==> config.mk <==
export PLATFORM = sky130hd
export DESIGN_NAME = lp_sec_counter
export DESIGN_NICKNAME = d
export VERILOG_FILES = /design/src/rtl/lpsc_pkg.sv /design/src/rtl/lpsc_wr_sync.sv /design/src/rtl/lpsc_time_cnt.sv /design/src/rtl/lp_sec_counter.sv
export SDC_FILE = /design/constraint.sdc
export NUM_CORES = 1
export LEC_CHECK = 0
export BUFFER_PORTS_ARGS = -buffer_cell sky130_fd_sc_hd__buf_2
export CAP_MARGIN = 20
export CORE_ASPECT_RATIO = 0.7
export CORE_MARGIN = 2
export CORE_UTILIZATION = 46
export CTS_BUF_LIST = sky130_fd_sc_hd__clkbuf_16
export CTS_CLUSTER_DIAMETER = 200
export DETAILED_ROUTE_END_ITERATION = 6
export GPL_TIMING_DRIVEN = 0
export PLACE_DENSITY = 0.73
export SYNTH_ARGS = -nofsm -noshare
export SYNTH_HDL_FRONTEND = slang
export SYNTH_SLANG_ARGS = --single-unit
==> constraint.sdc <==
create_clock -name clk -period 4.47 [get_ports clk]
set_clock_uncertainty 0.05 [all_clocks]
set_input_delay 0.2235 -clock clk [delete_from_list [all_inputs] [get_ports clk]]
set_output_delay 0.2235 -clock clk [all_outputs]
set_load 0.005 [all_outputs]
==> src/rtl/lpsc_pkg.sv <==
package lpsc_pkg;
  localparam int ADDR_W = 5;
  localparam int DATA_W = 32;
  localparam logic [ADDR_W-1:0] OFS_SEC   = 5'h00;
  localparam logic [ADDR_W-1:0] OFS_FRAC  = 5'h04;
  localparam logic [ADDR_W-1:0] OFS_ASEC  = 5'h08;
  localparam logic [ADDR_W-1:0] OFS_AFRAC = 5'h0C;
  localparam logic [ADDR_W-1:0] OFS_CTRL  = 5'h10;
  localparam logic [ADDR_W-1:0] OFS_STAT  = 5'h14;
  localparam logic [ADDR_W-1:0] OFS_IEN   = 5'h18;
  localparam int B_EN  = 3;
  localparam int B_WBF = 10;
  localparam int B_WNF = 9;
  localparam int B_WCF = 8;
  localparam int B_WEF = 7;
  localparam int B_ALM = 4;
  localparam int B_NVF = 1;
  localparam int B_SVF = 0;
  localparam logic [DATA_W-1:0] IEN_MASK = 32'h0000_0390;
endpackage

==> src/rtl/lpsc_wr_sync.sv <==
module lpsc_wr_sync #(
  parameter int TICKS  = 3,
  parameter int ADDR_W = 5,
  parameter int DATA_W = 32
) (
  input  logic              clk,
  input  logic              rst_n,
  input  logic              tick_i,
  input  logic              req_i,
  input  logic [ADDR_W-1:0] addr_i,
  input  logic [DATA_W-1:0] data_i,
  output logic              busy_o,
  output logic              apply_o,
  output logic              reject_o,
  output logic [ADDR_W-1:0] paddr_o,
  output logic [DATA_W-1:0] pdata_o
);
  localparam int CW = (TICKS > 1) ? $clog2(TICKS) : 1;
  localparam logic [CW-1:0] LAST = CW'(TICKS - 1);

  logic              busy_q, busy_d;
  logic [CW-1:0]     cnt_q, cnt_d;
  logic [ADDR_W-1:0] addr_q, addr_d;
  logic [DATA_W-1:0] data_q, data_d;
  logic              accept;

  assign accept   = req_i & ~busy_q;
  assign reject_o = req_i & busy_q;
  assign apply_o  = busy_q & tick_i & (cnt_q == LAST);
  assign busy_o   = busy_q;
  assign paddr_o  = addr_q;
  assign pdata_o  = data_q;

  always_comb begin
    busy_d = busy_q;
    cnt_d  = cnt_q;
    addr_d = addr_q;
    data_d = data_q;
    if (accept) begin
      busy_d = 1'b1;
      cnt_d  = '0;
      addr_d = addr_i;
      data_d = data_i;
    end else if (busy_q && tick_i) begin
      if (cnt_q == LAST) busy_d = 1'b0;
      else               cnt_d  = cnt_q + 1'b1;
    end
  end

  always_ff @(posedge clk or negedge rst_n) begin
    if (!rst_n) begin
      busy_q <= 1'b0;
      cnt_q  <= '0;
      addr_q <= '0;
      data_q <= '0;
    end else begin
      busy_q <= busy_d;
      cnt_q  <= cnt_d;
      addr_q <= addr_d;
      data_q <= data_d;
    end
  end
endmodule

==> src/rtl/lpsc_time_cnt.sv <==
module lpsc_time_cnt #(
  parameter int SEC_W  = 32,
  parameter int FRAC_W = 15
) (
  input  logic              clk,
  input  logic              rst_n,
  input  logic              tick_i,
  input  logic              run_i,
  input  logic              ld_sec_i,
  input  logic              ld_frac_i,
  input  logic [SEC_W-1:0]  ld_data_i,
  input  logic [SEC_W-1:0]  alm_sec_i,
  output logic [SEC_W-1:0]  sec_o,
  output logic [FRAC_W-1:0] frac_o,
  output logic              seeded_o,
  output logic              match_o
);
  logic [SEC_W-1:0]  sec_q, sec_d;
  logic [FRAC_W-1:0] frac_q, frac_d;
  logic              seed_q, seed_d;
  logic              carry;

  always_comb begin
    sec_d  = sec_q;
    frac_d = frac_q;
    seed_d = seed_q | ld_sec_i;
    carry  = 1'b0;
    if (ld_sec_i) begin
      sec_d = ld_data_i;
    end else if (ld_frac_i) begin
      frac_d = ld_data_i[FRAC_W-1:0];
    end else if (tick_i && run_i && seed_q) begin
      {carry, frac_d} = {1'b0, frac_q} + 1'b1;
      sec_d = sec_q + {{(SEC_W-1){1'b0}}, carry};
    end
  end

  assign match_o  = (sec_d != sec_q) && (sec_d == alm_sec_i);
  assign sec_o    = sec_q;
  assign frac_o   = frac_q;
  assign seeded_o = seed_q;

  always_ff @(posedge clk or negedge rst_n) begin
    if (!rst_n) begin
      sec_q  <= '0;
      frac_q <= '0;
      seed_q <= 1'b0;
    end else begin
      sec_q  <= sec_d;
      frac_q <= frac_d;
      seed_q <= seed_d;
    end
  end
endmodule

==> src/rtl/lp_sec_counter.sv <==
module lp_sec_counter
  import lpsc_pkg::*;
#(
  parameter int SEC_W      = 32,
  parameter int FRAC_W     = 15,
  parameter int SYNC_TICKS = 3
) (
  input  logic              clk,
  input  logic              rst_n,
  input  logic              tick_i,
  input  logic              sel_i,
  input  logic              wr_i,
  input  logic [ADDR_W-1:0] addr_i,
  input  logic [DATA_W-1:0] wdata_i,
  output logic [DATA_W-1:0] rdata_o,
  output logic              irq_o
);
  logic              req, ien_wr, rd_stat;
  logic              busy, apply, reject;
  logic [ADDR_W-1:0] paddr;
  logic [DATA_W-1:0] pdata;
  logic              ap_sec, ap_frac, ap_asec, ap_ctrl, ap_stat;
  logic [SEC_W-1:0]  sec;
  logic [FRAC_W-1:0] frac;
  logic              seeded, match, run;

  logic [SEC_W-1:0]  asec_q, asec_d;
  logic [DATA_W-1:0] ien_q, ien_d;
  logic en_q, en_d, wcf_q, wcf_d, wef_q, wef_d;
  logic alm_q, alm_d, nvf_q, nvf_d, svf_q, svf_d;
  logic [DATA_W-1:0] stat;

  assign req     = sel_i & wr_i & (addr_i != OFS_IEN);
  assign ien_wr  = sel_i & wr_i & (addr_i == OFS_IEN);
  assign rd_stat = sel_i & ~wr_i & (addr_i == OFS_STAT);

  lpsc_wr_sync #(.TICKS(SYNC_TICKS), .ADDR_W(ADDR_W), .DATA_W(DATA_W)) u_sync (
    .clk(clk), .rst_n(rst_n), .tick_i(tick_i), .req_i(req),
    .addr_i(addr_i), .data_i(wdata_i), .busy_o(busy), .apply_o(apply),
    .reject_o(reject), .paddr_o(paddr), .pdata_o(pdata)
  );

  assign ap_sec  = apply & (paddr == OFS_SEC);
  assign ap_frac = apply & (paddr == OFS_FRAC);
  assign ap_asec = apply & (paddr == OFS_ASEC);
  assign ap_ctrl = apply & (paddr == OFS_CTRL);
  assign ap_stat = apply & (paddr == OFS_STAT);
  assign run     = en_q & ~nvf_q;

  lpsc_time_cnt #(.SEC_W(SEC_W), .FRAC_W(FRAC_W)) u_cnt (
    .clk(clk), .rst_n(rst_n), .tick_i(tick_i), .run_i(run),
    .ld_sec_i(ap_sec), .ld_frac_i(ap_frac), .ld_data_i(pdata[SEC_W-1:0]),
    .alm_sec_i(asec_q), .sec_o(sec), .frac_o(frac), .seeded_o(seeded),
    .match_o(match)
  );

  always_comb begin
    asec_d = ap_asec ? pdata[SEC_W-1:0] : asec_q;
    en_d   = ap_ctrl ? pdata[B_EN] : en_q;
    ien_d  = ien_wr ? (wdata_i & IEN_MASK) : ien_q;
    wcf_d  = (wcf_q & ~rd_stat) | apply;
    wef_d  = (wef_q & ~(ap_stat & pdata[B_WEF])) | reject;
    alm_d  = (alm_q & ~(ap_stat & pdata[B_ALM])) | match;
    nvf_d  = nvf_q & ~(ap_stat & pdata[B_NVF]);
    svf_d  = svf_q & ~(ap_stat & pdata[B_SVF]);
  end

  always_ff @(posedge clk or negedge rst_n) begin
    if (!rst_n) begin
      asec_q <= '0;
      ien_q  <= '0;
      en_q   <= 1'b0;
      wcf_q  <= 1'b0;
      wef_q  <= 1'b0;
      alm_q  <= 1'b0;
      nvf_q  <= 1'b1;
      svf_q  <= 1'b0;
    end else begin
      asec_q <= asec_d;
      ien_q  <= ien_d;
      en_q   <= en_d;
      wcf_q  <= wcf_d;
      wef_q  <= wef_d;
      alm_q  <= alm_d;
      nvf_q  <= nvf_d;
      svf_q  <= svf_d;
    end
  end

  always_comb begin
    stat        = '0;
    stat[B_WBF] = busy;
    stat[B_WNF] = ~busy;
    stat[B_WCF] = wcf_q;
    stat[B_WEF] = wef_q;
    stat[B_ALM] = alm_q;
    stat[B_NVF] = nvf_q;
    stat[B_SVF] = svf_q;
  end

  always_comb begin
    rdata_o = '0;
    case (addr_i)
      OFS_SEC:   rdata_o = DATA_W'(sec);
      OFS_FRAC:  rdata_o = DATA_W'(frac);
      OFS_ASEC:  rdata_o = DATA_W'(asec_q);
      OFS_AFRAC: rdata_o = '0;
      OFS_CTRL:  rdata_o[B_EN] = en_q;
      OFS_STAT:  rdata_o = stat;
      OFS_IEN:   rdata_o = ien_q;
      default:   rdata_o = '0;
    endcase
  end

  assign irq_o = |(ien_q & stat & IEN_MASK);
endmodule

==> results_dict.tcl, run 1 <==
set metrics [dict create \
    status "complete, no violations" \
    synth_top_cell_area_share 0.374 \
    start_util 0.474 \
    min_path_cells 3 \
    cpPeakStageDelay_ns 0.48 \
    hold_class "input port to flop" \
    drv_slew 0 \
    cp_max_fo 5 \
    area_growth_pct 20.0 \
    r2r_setup_slack_ns 0.13 \
    ir_drop_v 0.000385 \
    postSynthAreaPerCell_um2 8.99 \
    track_usage 0.375 \
    path_clk_slew_ns 0.06 \
    hold_path.startpoint "wdata_i[9]" \
    rsz0062_at_grt "no" \
    total_leakage_power_nw 4.28 \
    arrival_ns 4.62 \
    tightestPinTransition_ns 1.18 \
    hpwl_um 27600 \
    drt_iter0_drc 1460 \
    yosysSeqAreaShare 0.377 \
    crit_path_cell_trace "nand4_1 -> or2_2 -> nor3_4 -> ha_1 -> nand4_1 -> buf_4 -> a2111o_1 -> or3_1 -> xor2_1 -> a21oi_1 -> a2111oi_2 -> nand4_1 -> o31ai_2" \
    grtUsageMet2 0.498 \
    fillCellCount 1626 \
    viasPerCell 6.58 \
    place_inst 1271 \
    wl_per_cell_um 27.5 \
    rr_worst_depth 13 \
    busiest_layer "met1" \
    ys_async_sr_fraction 1.00 \
    die_height_um 119 \
    numPortBuffers 74 \
    max-cap-violations 0 \
    start_kind "flop" \
    cts_tree "built" \
    synth_cells 960 \
    reg2reg_from "u_cnt.frac_o[1]" \
    cp_slowest_cell "a2111o_1" \
    power_density_nw_per_um2 607 \
    synth_ff_type "dfrtp_1" \
    row_count 41 \
    routed_wl_um 36900 \
    multi_input_area_um2 4940 \
    finalSetupViolations 0 \
    clock_path_buffers 2 \
    first_pass_iters 5 \
    timing.rr.end "alm_q" \
    fin_util 0.568 \
    hold_path_end "ien_q[9]" \
    relSlewSlack 0.214 \
    hold_ws_ns 0.00640 \
    yosysMostFrequentCell "dfrtp_1" \
    drive_gt1_frac 0.203 \
    grt_pass1_wl_um 54300 \
    cp_common_cell "nand4_1" \
    core-area_um2 18200 \
    yosys_warnings 0 \
    die_x_um 168 \
    grt_antenna_before_repair 1 \
    hold_violations 0 \
    ios 75 \
    pre_cts_ws_ns -0.379 \
    fin_cells 1339 \
    crit_required_ns 4.75 \
    gp_congestion 1.01 \
    cts_root_buf "clkbuf_16" \
    fin_crit_sh 0.972 \
    grt_pass1_vias 8131 \
    max_freq_mhz 230 \
    regArea_um2 3260 \
    syn_nets 1006 \
    route.detailed.drc 0 \
    ant_nets 0 \
    synth_edf_count 0 \
    gr-usage-met3 0.149 \
    cts.sinks 130 \
    ys_seq_elements 130 \
    numCtsBuffers 17 \
    final.setup.tns_ns 0 \
    synthTopCellsByCount "129 x dfrtp_1, 111 x nand2_1, 67 x o21ai_0" \
    ys_types 82 \
    endpoint_kind "flop" \
    vias 8811 \
    synth_area_um2 8630 \
    overflow 0 \
    synth_top_area_cell "dfrtp_1" \
    die_area_um2 19900 \
    grt_max_degree 92 \
    met1_usage 0.565 \
    postLayoutSetupSlackWorst_ns 0.125 \
    path_class "flop to flop" \
    cts.htree.levels 4 \
    clkLatencyLatePin_ns 0.44 \
    layout.nets 1135 \
    synth_area_leaders "dfrtp_1 37%, mux2_2 6.5%, xnor2_1 5.5%, nand2_1 4.8%, o21ai_0 3.9%" \
    min_period_ns 4.34 \
]
-- sequential cells by signal, summed over array words and instances (netlist names), 2 cells and up --
name            flops
u_sync.cnt_q        2
u_sync.pdata_o     32
asec_q             32
u_cnt.sec_o        32
u_cnt.frac_o       15
u_sync.paddr_o      5
ien_q               4
-- power by group --
group | internal, mW | switching [mW] | leakage [nW] | total, mW
Combinational | 1.04 | 1.50 | 2.38 | 2.54
Sequential | 1.60 | 0.720 | 1.62 | 2.32
Clock | 0.826 | 0.605 | 0.281 | 1.43
Total | 3.46 | 2.82 | 4.28 | 6.29
-- metrics by stage --
stage	power [mW]	instance area, µm²
after floorplan	3.67	8630
after global placement	4.66	9290
after detailed placement	4.66	9330
after CTS	6.12	10300
after global routing	6.48	10300
final	6.29	10300
-- layout by cell type (no fill, tap or decap), drive strengths merged, types with 15 or more instances in the layout --
cell	netlist	layout
o22ai	18	18
mux2	50	50
a22o	27	27
nor3	21	21
nor2	63	63
a21oi	40	40
o21ai	69	69
dfrtp	129	129
nand3	34	34
xor2	19	19
a22oi	15	15
xnor2	54	54
buf	24	101
dlygate4sd3	0	32
inv	33	37
clkbuf	46	64
nand2	112	112
nand4	31	31
-- routing by layer --
layer  part of all wire  wire length [µm]
met4              0.021               758
met2               0.39             14500
met3               0.16              5880
met1               0.43             15700
met5                  0                 0
-- cell type report --
class	instances	share of cell area
flip-flops and latches	130	0.315
inverters	33	0.0120
well taps	236	0.0285
clock inverters	15	0.0151
plain buffers	71	0.0383
repair buffers	110	0.0722
diodes	1	0.000242
clock buffers	17	0.0411
multi-input cells	726	0.478
-- worst max-delay path: cells and delay by family, from the launching register on --
kind                     cells  cell delay, ns
AO/OA/AOI/OAI                4            1.40
XOR/XNOR                     1            0.20
adder cells (fa/ha/maj)      1            0.24
buffers and inverters        1            0.20
flip-flops                   1            0.45
AND/OR/NAND/NOR              6            1.67
-- how the worst max path moves through the flow --
stage                          startpoint     to  slack [ns]  cells past startpoint
after floorplan           u_cnt.frac_o[0]  alm_q        1.03                     12
after global placement    u_cnt.frac_o[0]  alm_q       -0.46                     12
after detailed placement  u_cnt.frac_o[1]  alm_q       -0.38                     12
after CTS                 u_cnt.frac_o[1]  alm_q        0.04                     13
after global routing      u_cnt.frac_o[0]  alm_q       0.002                     13
final                     u_cnt.frac_o[1]  alm_q        0.13                     13
-- cells by family (layout without fill, tap and decap cells) --
family | count (synthesis) | count (layout) | synth area share
flops | 130 | 130 | 0.377
mux | 56 | 56 | 0.0722
buf+inv | 104 | 246 | 0.0601
other cells | 0 | 1 | 0
simple gates | 342 | 342 | 0.208
compound gates | 251 | 251 | 0.202
fa+ha+maj | 4 | 4 | 0.00580
xor+xnor | 73 | 73 | 0.0741
-- what timing repair did --
item	CTS	global route
buffers inserted	0	3
setup endpoints to repair	1	1
hold buffers	32	0
gates resized for setup	10	10
pin swaps	1	6
endpoints found under the hold margin	72	0
Note: power is estimated with default switching activity, not from simulation.
==> inputs of run 2 (changes only) <==
BUFFER_PORTS_ARGS = default   (was -buffer_cell sky130_fd_sc_hd__buf_2)
CORE_UTILIZATION = 30   (was 46)
DONT_BUFFER_PORTS = 1   (was default)
PLACE_DENSITY = 0.53   (was 0.73)
==> results_dict.tcl, run 2 (synthesis gave the netlist of run 1 again) <==
set metrics [dict create \
    status "complete, no violations" \
    cp_max_fo 4 \
    die_height_um 146 \
    arrival_ns 4.64 \
    cts_root_buf "clkbuf_16" \
    fillCellCount 2900 \
    fin_cells 1409 \
    cts.sinks 130 \
    grt_antenna_before_repair 0 \
    fin_crit_sh 0.974 \
    grt_pass1_wl_um 57200 \
    area_growth_pct 18.9 \
    final.setup.tns_ns 0 \
    viasPerCell 5.94 \
    clkLatencyLatePin_ns 0.44 \
    vias 8363 \
    grt_max_degree 131 \
    gp_congestion 1.00 \
    hold_class "input port to flop" \
    path_clk_slew_ns 0.07 \
    ir_drop_v 0.000372 \
    final_common_cell "dfrtp_1" \
    endpoint_kind "flop" \
    start_kind "flop" \
    tightestPinTransition_ns 1.35 \
    cts.htree.levels 4 \
    relSlewSlack 0.0907 \
    layout.nets 1071 \
    numPortBuffers 0 \
    start_util 0.308 \
    row_count 51 \
    die_area_um2 30100 \
    total_leakage_power_nw 4.00 \
    finalSetupViolations 0 \
    min_period_ns 4.35 \
    drt_iter0_drc 995 \
    wl_per_cell_um 27.7 \
    numCtsBuffers 17 \
    max-cap-violations 0 \
    first_pass_iters 5 \
    hpwl_um 29500 \
    place_inst 1331 \
    ant_nets 0 \
    power_density_nw_per_um2 614 \
    n_antenna_cell 0 \
    hold_violations 0 \
    crit_required_ns 4.75 \
    path_class "flop to flop" \
    rsz0062_at_grt "no" \
    track_usage 0.264 \
    die_x_um 207 \
    cts_tree "built" \
    max_freq_mhz 230 \
    routed_wl_um 39000 \
    final_cell_mix "127 x dfrtp_1, 110 x nand2_1, 67 x o21ai_0, 62 x nor2_1, 52 x xnor2_1" \
    clock_path_buffers 2 \
    overflow 0 \
    finalPower_mw 6.30 \
    route.detailed.drc 0 \
    grt_pass1_vias 7829 \
    drive_gt1_frac 0.144 \
    core-area_um2 28000 \
    drv_slew 0 \
    ios 75 \
]
run 2: cell count changes in the layout (fill, tap and decap cells not counted), sizes merged:
cell,delta
diode,-1
dlygate4sd3,+8
bufinv,+1
buf,-71
inv,-1
clkbuf,-1
run 2: path summary, 6_finish.rpt:
check                           cells past startpoint  slack (ns)       startpoint               to
worst max-delay path                               12        0.12  u_cnt.frac_o[3]            alm_q
worst min-delay path                                2        0.03           tick_i    u_sync.busy_o
worst max register to register                     12        0.12  u_cnt.frac_o[3]            alm_q
worst min register to register                      1        0.45            nvf_q            nvf_q
max in group asynchronous                           2        3.44            rst_n  u_cnt.frac_o[0]
min in group asynchronous                           2        0.40            rst_n  u_cnt.sec_o[30]
run 2: power breakdown:
group          internal [mW]  switching (mW)
clock                  0.871           0.575
sequential              1.60           0.706
combinational           1.03            1.52
run 2: what timing repair did:
| item | 4_1_cts | 5_1_grt |
|---|---|---|
| resized for setup | 13 | 7 |
| pin swaps | 2 | 4 |
| endpoints found under the hold margin | 171 | 0 |
| cloned | 0 | 0 |
| endpoints found under the setup margin | 1 | 1 |
| setup buffers | 3 | 2 |
| hold buffers | 41 | 0 |
run 2: final cells by class:
| class | instances | area [µm²] | share of cell area |
|---|---|---|---|
| flip-flops and latches | 130 | 3260 | 0.318 |
| well taps | 371 | 464 | 0.0453 |
| multi-input cells | 726 | 4960 | 0.484 |
| repair buffers | 46 | 465 | 0.0454 |
| inverters | 33 | 124 | 0.0121 |
| clock buffers | 17 | 425 | 0.0415 |
| clock inverters | 15 | 165 | 0.0161 |
| plain buffers | 71 | 394 | 0.0384 |
run 2: per-stage QoR:
step	util	hold WS [ns]	worst slack (ns)	cell area (µm²)
floorplan	-	-0.122	1.03	8630
global placement	0.324	-0.116	-0.551	9090
detailed placement	0.324	-0.116	-0.548	9090
CTS	0.364	0.0174	0.0110	10200
global route	0.366	0.0662	0.00510	10300
finish	0.366	0.0308	0.116	10300
run 2: layer usage:
layer | global-route usage | routed length (µm) | part of all wire | up-vias
li1 | - | - | - | 3663
met1 | 0.414 | 18600 | 0.48 | 4228
met2 | 0.345 | 15500 | 0.40 | 434
met3 | 0.0795 | 4350 | 0.11 | 38
met4 | 0.0618 | 548 | 0.014 | 0
met5 | 0 | 0 | 0 | -
run 2: worst max-delay path, stage by stage (launching register included):
cell and delay (ns):
dfrtp_1 0.46, nand4_1 0.22, or2_2 0.40, nor3_4 0.26, ha_1 0.23, nand4_1 0.27, a2111o_1 0.51, or3_1 0.43
xor2_2 0.29, a21oi_1 0.16, a2111oi_2 0.41, nand4_1 0.26, o31ai_4 0.29
==> inputs of run 3 (changes only) <==
CORE_UTILIZATION = 56   (was 30)
PLACE_DENSITY = 0.8   (was 0.53)
RECOVER_POWER = 100   (was default)
==> results_dict.tcl, run 3 (synthesis gave the netlist of run 1 again) <==
set metrics [dict create \
    status "finished with violations" \
    violations "DRC, capacitance limit, slew limit" \
    fin_crit_sh 0.981 \
    grt_pass1_vias 8114 \
    die_x_um 152 \
    first_pass_iters 7 \
    drv_slew 131 \
    start_kind "flop" \
    grt_max_degree 131 \
    drt_iter0_drc 1656 \
    numCtsBuffers 17 \
    p_int_mw 3.45 \
    hold_violations 0 \
    vias 8902 \
    min_period_ns 4.38 \
    die_area_um2 16400 \
    finalSetupViolations 0 \
    final.setup.tns_ns 0 \
    hpwl_um 26100 \
    fillCellCount 1205 \
    power_density_nw_per_um2 636 \
    core-area_um2 14900 \
    n_antenna_cell 0 \
    total_leakage_power_nw 3.98 \
    clock_path_buffers 2 \
    cp_max_fo 10 \
    wl_per_cell_um 29.0 \
    gp_congestion 1.05 \
    cts.htree.levels 4 \
    netSwitchingFraction 0.457 \
    grt_pass1_wl_um 52100 \
    row_count 37 \
    die_height_um 108 \
    power_frac_clock 0.227 \
    routed_wl_um 35800 \
    cts_tree "built" \
    path_clk_slew_ns 0.07 \
    relSlewSlack -1.23 \
    start_util 0.580 \
    grt_antenna_before_repair 0 \
    clkLatencyLatePin_ns 0.44 \
    postLayoutSetupSlackWorst_ns 0.0850 \
    hold_ws_ns 0.00930 \
    endpoint_kind "flop" \
    pre_cts_ws_ns -0.475 \
    max_freq_mhz 228 \
    final_cell_mix "127 x dfrtp_1, 110 x nand2_1, 67 x o21ai_0, 62 x nor2_1, 53 x xnor2_1" \
    seqPwrFrac 0.370 \
    final_common_cell "dfrtp_1" \
    drive_gt1_frac 0.144 \
    p_comb_frac 0.403 \
    ant_nets 0 \
    route.detailed.drc 3 \
    cts_root_buf "clkbuf_16" \
    arrival_ns 4.60 \
    design_area_um2 9990 \
    cts.sinks 130 \
    ir_drop_v 0.000444 \
    crit_required_ns 4.68 \
    path_class "flop to flop" \
    numPortBuffers 0 \
    rsz0062_at_grt "no" \
    power_switching_mw 2.90 \
    hold_class "input port to flop" \
    viasPerCell 7.20 \
    area_growth_pct 15.8 \
    max-cap-violations 1 \
    ios 75 \
    layout.nets 1075 \
    track_usage 0.436 \
    overflow 0 \
    tightestPinTransition_ns 3.35 \
    dpl_cell_area_um2 8870 \
]
-- run 3: power groups by stage --
| stage | Sequential, mW | Combinational (mW) | Clock, mW |
|---|---|---|---|
| CTS | 2.26 | 2.41 | 1.42 |
| finish | 2.35 | 2.56 | 1.44 |
| global placement | 2.28 | 2.32 | 0 |
| detailed placement | 2.28 | 2.32 | 0 |
| global route | 2.36 | 2.65 | 1.48 |
| floorplan | 1.98 | 1.69 | 0 |
-- run 3: metal layers --
layer,global-route usage,wire (µm),up-vias
li1,-,-,3672
met1,0.619,14500,4328
met2,0.585,13800,778
met3,0.199,6160,124
met4,0.134,1300,0
met5,0.0286,0,-
-- run 3: final timing paths --
kind                            startpoint                 to  slack, ns  cells past startpoint
min reg2reg                 u_cnt.seeded_o     u_cnt.seeded_o       0.46                      1
max                        u_sync.cnt_q[0]    u_cnt.sec_o[27]       0.09                     10
min                                 tick_i      u_sync.busy_o      0.009                      2
max in group asynchronous            rst_n    u_cnt.frac_o[0]       0.81                      2
max reg2reg                u_sync.cnt_q[0]    u_cnt.sec_o[27]       0.09                     10
min in group asynchronous            rst_n  u_sync.paddr_o[3]       1.36                      2
-- run 3: final cells by class --
| type | count | area, µm² | share of cell area |
|---|---|---|---|
| timing repair buffer | 50 | 473 | 0.0473 |
| inverter | 33 | 124 | 0.0124 |
| sequential | 130 | 3260 | 0.326 |
| clock inverter | 15 | 155 | 0.0155 |
| clock buffer | 17 | 425 | 0.0426 |
| tap | 195 | 244 | 0.0244 |
| multi-input combinational | 726 | 4950 | 0.495 |
| buffer | 71 | 367 | 0.0367 |
-- run 3: worst max-delay path, stage by stage, from the launching register on --
cell and delay [ns]:
dfrtp_1 0.39, inv_1 0.06, ha_1 0.25, and4b_1 0.30, nand2_1 0.21, clkbuf_1 0.63
clkbuf_1 0.56, clkbuf_1 0.56, buf_6 0.28, clkbuf_1 0.71, a21oi_1 0.20
-- run 3: per-stage QoR --
stage          std cells   util  total power [mW]
4_1_cts             1228  0.667              6.10
3_5_place_dp        1155  0.597              4.60
5_1_grt             1237  0.672              6.49
3_3_place_gp        1155  0.597              4.60
2_1_floorplan        960      -              3.67
6_report            1237  0.672              6.35
-- run 3: what timing repair did --
action                                  in CTS  in global routing
endpoints found under the setup margin       1                  1
pin swaps                                    1                  3
hold endpoints to repair                   171                  0
gates resized for setup                      6                 12
hold buffers                                41                  0
setup buffers                                0                  9
